==> src/rtl/modem_line_ctl.sv <==
module modem_line_ctl #(
  parameter int DW = 16
) (
  input  logic          clk,
  input  logic          rst_n,
  input  logic          wr_en,
  input  logic          rd_en,
  input  logic          addr,
  input  logic [DW-1:0] wdata,
  output logic [DW-1:0] rdata,
  input  logic          cts_i,
  input  logic          dcd_i,
  input  logic          ri_i,
  input  logic          dsr_i,
  output logic          dtr_o,
  output logic          rts_o,
  output logic          loop_en_o,
  output logic          chg_pend_o
);
  localparam int NLINE = 4;
  localparam int NCHG  = 2;

  logic [NLINE-1:0] s1_q, s2_q;
  logic [NCHG-1:0]  prev_q, flag_q, mask_q, any_q, hit, set;
  logic [2:0]       ctrl_q;
  logic             st_rd;

  assign st_rd = rd_en && addr;

  always_ff @(posedge clk or negedge rst_n) begin
    if (!rst_n) begin
      s1_q   <= '0;
      s2_q   <= '0;
      prev_q <= '0;
    end else begin
      s1_q   <= {dsr_i, ri_i, dcd_i, cts_i};
      s2_q   <= s1_q;
      prev_q <= s2_q[NCHG-1:0];
    end
  end

  always_comb begin
    for (int i = 0; i < NCHG; i++) begin
      hit[i] = any_q[i] ? (s2_q[i] ^ prev_q[i]) : (prev_q[i] & ~s2_q[i]);
      set[i] = hit[i] & mask_q[i];
    end
  end

  always_ff @(posedge clk or negedge rst_n) begin
    if (!rst_n) begin
      ctrl_q <= '0;
      mask_q <= '0;
      any_q  <= '0;
      flag_q <= '0;
    end else begin
      if (wr_en && !addr) ctrl_q <= wdata[2:0];
      if (wr_en && addr) begin
        mask_q <= wdata[9:8];
        any_q  <= wdata[11:10];
      end
      flag_q <= (st_rd ? '0 : flag_q) | set;
    end
  end

  assign dtr_o      = ~ctrl_q[0];
  assign rts_o      = ~ctrl_q[1];
  assign loop_en_o  = ctrl_q[2];
  assign chg_pend_o = |(flag_q & mask_q);

  always_comb begin
    rdata = '0;
    if (!addr) rdata[2:0] = ctrl_q;
    else begin
      rdata[3:0]   = s2_q;
      rdata[5:4]   = flag_q;
      rdata[9:8]   = mask_q;
      rdata[11:10] = any_q;
    end
  end

  a_r2_pin_invert: assert property (@(posedge clk) disable iff (!rst_n)
    (wr_en && !addr) |=> (dtr_o == !$past(wdata[0]) && rts_o == !$past(wdata[1])));
  a_r4_rise_ignored: assert property (@(posedge clk) disable iff (!rst_n)
    (!any_q[0] && !prev_q[0] && s2_q[0] && !flag_q[0]) |=> !flag_q[0]);
  a_r6_mask_gate: assert property (@(posedge clk) disable iff (!rst_n)
    (mask_q == 2'b00 && flag_q == 2'b00) |=> flag_q == 2'b00);
  a_r7_read_clears: assert property (@(posedge clk) disable iff (!rst_n)
    (st_rd && set == 2'b00) |=> flag_q == 2'b00);
  a_r7_set_wins: assert property (@(posedge clk) disable iff (!rst_n)
    (st_rd && set[1]) |=> flag_q[1]);
  a_r8_pending: assert property (@(posedge clk) disable iff (!rst_n)
    chg_pend_o |-> (flag_q != 2'b00));
endmodule

==> config.mk <==
export PLATFORM = sky130hd
export DESIGN_NAME = modem_line_ctl
export DESIGN_NICKNAME = d
export VERILOG_FILES = /design/src/rtl/modem_line_ctl.sv
export SDC_FILE = /design/constraint.sdc
export NUM_CORES = 1
export LEC_CHECK = 0
export CORE_UTILIZATION = 33
export DETAILED_ROUTE_END_ITERATION = 7
export MAX_ROUTING_LAYER = met4
export PLACE_DENSITY = 0.73
export SLEW_MARGIN = 20
export SYNTH_ARGS = -nofsm -noshare
export SYNTH_HDL_FRONTEND = slang
export SYNTH_SLANG_ARGS = --single-unit
==> constraint.sdc <==
create_clock -name clk -period 0.9 [get_ports clk]
set_input_delay 0.18 -clock clk [delete_from_list [all_inputs] [get_ports clk]]
set_output_delay 0.18 -clock clk [all_outputs]
set_load 0.005 [all_outputs]
==> impl_results.md <==
- Clk buf depth: 2
- Antenna Violating Nets Remaining: 0
- Share of cells above drive strength 1: 0.4870
- Clock skew: about 0.65 ps
- Synthesis-to-finish area growth: 65.99%
- Post-DP HPWL: about 1100 um
- First-pass GRT wire length: 2760 um
- Number of global-route vias before repair: ~650
- Placed cell area: between 0.001 and 0.0015 mm2
- Switching power: about 0.53 mW
- Fin Setup TNS: -3795 ps
- Setup ws final: -391.1 ps
- R2r worst-path depth: 5
- Final period util: 1.435
- Internal: about 1.6 mW
- Finished Cell Area: around 0.0013 mm2
- CTS tree: done
- Yosys warning total: 0
- Setup Viol. Count Final: 19
- Post-Syn Area: 798.3 um2
- Yosys cell types: 18
- # DRC: 0
- Global route overflow: 0
- Syn_area_per_cell: 12.47 um2
- Arrival time at the worst endpoint: roughly 1100 ps
- Final net count: 143
- Post-Layout Cell Count: roughly 140
- Worst-path clk slew: around 110 ps
- Clock Power Share: 0.204
- Site row count: 17
- Crit path time final: roughly 1300 ps
- CP required: approximately 720 ps
- Core area: ~0.0023 mm2
- Critical Path Start Type: flop
- Fill count: about 210
- Pwr/cell area: around 1600 mW/mm2
- Die ar.: between 0.002 and 0.003 mm2
- WL final: 1624 um
- Achievable Freq: ~0.77 GHz
- RSZ-0062 raised after global routing: yes
- Hold WC Path Type: in2async
- Hold-fix buffers at CTS: 0
- H-tree levels: 1
- Root Buffer: clkbuf_4
- Crit-path max FO: 2
- Setup Crit Path Kind: reg2out
- Initial antenna violation count: 0
- MaxCap Viol Count: 0
- Final number of hold-violating endpoints: 0
- Ant. Diodes: 0
- Total GRT Usage: 0.1481
- Max VDD drop: around 0.0010 V
- Cts bufs inserted: 3
- PortBufs: 29
- Failing checks: setup timing
- Routability cong.: slightly above 0.7
- Vias: between 600 and 700
- Sequential area share after synthesis: 0.5956
- Synth Register Bits: 19
- DR vias/cell: ~4.3
- WL per Instance: around 11 um
- Status: complete, but fails checks
- Comb power frac: 0.323
- Die Y: slightly above 50 um
- DR pass1 iterations: 4
- Width of the die: about 51 um
- Crit end category: primary output
- Sw frac: 0.2525
- Skew-Pair Late Insertion Delay: a little under 300 ps
- Fin util: 0.5877
- DR iter-0 viols: 2
- Seq pwr share: 0.473
- Largest net degree at the start of global routing: 20
- Slew Viols, Final: 0
- Initial Utilization: 0.3541
- TritonCTS Sinks: 19
- Cells after synthesis: 64
- Top Ports: 45
- Cells after DPL: around 130
- Leakage power: around 0.65 nW
[final cells by class]
type / count / area (um2) / share of cell area
flip-flops and latches: 19 / 475.5 / 0.3588
repair buffers: 49 / 442.9 / 0.3343
multi-input cells: 38 / 321.6 / 0.2427
well taps: 28 / 35.03 / 0.02644
clock buffers: 4 / 26.28 / 0.01983
inverters: 5 / 23.77 / 0.01794
[what timing repair did]
| item | CTS | global route |
|---|---|---|
| pin swaps | 13 | 4 |
| endpoints found under the setup margin | 23 | 20 |
| setup buffers | 5 | 2 |
| endpoints found under the hold margin | 0 | 0 |
| resized for setup | 75 | 16 |
[routing by layer]
layer  vias to the layer above  global-route usage  wire, um
met5                         -                   -         0
met2                        30              0.2522       847
li1                        297                   -         -
met1                       294              0.1695       666
met3                         0             0.02679       109
met4                         0             0.06481         0
[final timing paths]
check / start / end / slack, ps
setup reg to reg: s2_q[0] / flag_q[0] / -180
min in group clk: ri_i / s1_q[2] / 310
max in group asynchronous: rst_n / s2_q[3] / 560
hold reg to reg: s1_q[1] / s2_q[1] / 360
hold / removal: rst_n / s2_q[0] / 210
setup / recovery: mask_q[1] / chg_pend_o / -390
[cells in the mapped netlist, drive strengths merged]
library cell | n | area [um2]
nand2 | 6 | 25.03
conb | 1 | 3.750
ha | 2 | 25.02
a21oi | 1 | 5.000
mux2i | 1 | 10.01
o21ai | 4 | 20.02
nor2 | 1 | 3.750
nor2b | 1 | 8.760
and2 | 7 | 43.79
inv | 5 | 18.77
a22o | 3 | 26.28
dfrtp | 19 | 475.5
buf | 7 | 50.04
mux2 | 6 | 82.58
[power by group through the flow]
stage	combinational, mW	clock (mW)	sequential, mW
6_report	0.680	0.430	0.997
5_1_grt	0.740	0.479	1.01
4_1_cts	0.636	0.436	0.995
3_5_place_dp	0.580	0	1.01
3_3_place_gp	0.568	0	1.01
2_1_floorplan	0.203	0	1.01
[registers in the layout, summed over array words and instances, names as in the netlist]
name,cells
flag_q,2
mask_q,2
s2_q,4
prev_q,2
s1_q,4
ctrl_q,3
any_q,2
[worst max-delay path, cell delays in order (launching register included)]
cell,delay [ps]
dfrtp_1,390
buf_6,120
a22o_1,190
buf_2,120
[cell families (layout without fill, tap and decap cells)]
| group | count (synthesis) | count (layout) | share of synthesized area |
|---|---|---|---|
| AOI/OAI and AO/OA | 8 | 8 | 0.06426 |
| adders and majority gates | 2 | 2 | 0.03134 |
| buffers and inverters | 12 | 58 | 0.08620 |
| DFF | 19 | 19 | 0.5956 |
| muxes | 7 | 7 | 0.1160 |
| other | 1 | 6 | 0.004698 |
| and+or+nand+nor | 15 | 15 | 0.1019 |
[layout by cell type (no fill, tap or decap)]
cell type and n:
inv_4 2, inv_2 2, buf_4 9, a21oi_2 1
nor2b_2 1, clkdlybuf4s50_1 13, inv_1 1, o21ai_2 1
clkbuf_4 3, buf_12 1, conb_1 6, dfrtp_1 19
buf_2 10, nand2_4 1, ha_4 2, buf_6 14
mux2_2 1, and2_4 2, and2_1 5, nor2_2 1
clkbuf_1 1, mux2i_1 1, nand2_1 5, o21ai_1 2
dlygate4sd2_1 2, mux2_4 5, o21ai_0 1, a22o_1 3
[metrics by stage]
stage                     hold slack [ps]  total power, mW  worst slack [ps]
after floorplan                    -115.6            1.208            -67.92
after global routing                200.6            2.228            -437.8
final                               205.6            2.106            -391.1
after CTS                           210.1            2.067            -391.1
after detailed placement            334.7            1.588            -805.6
after global placement              332.1            1.574            -780.0
(Power assumes the default switching activity.)
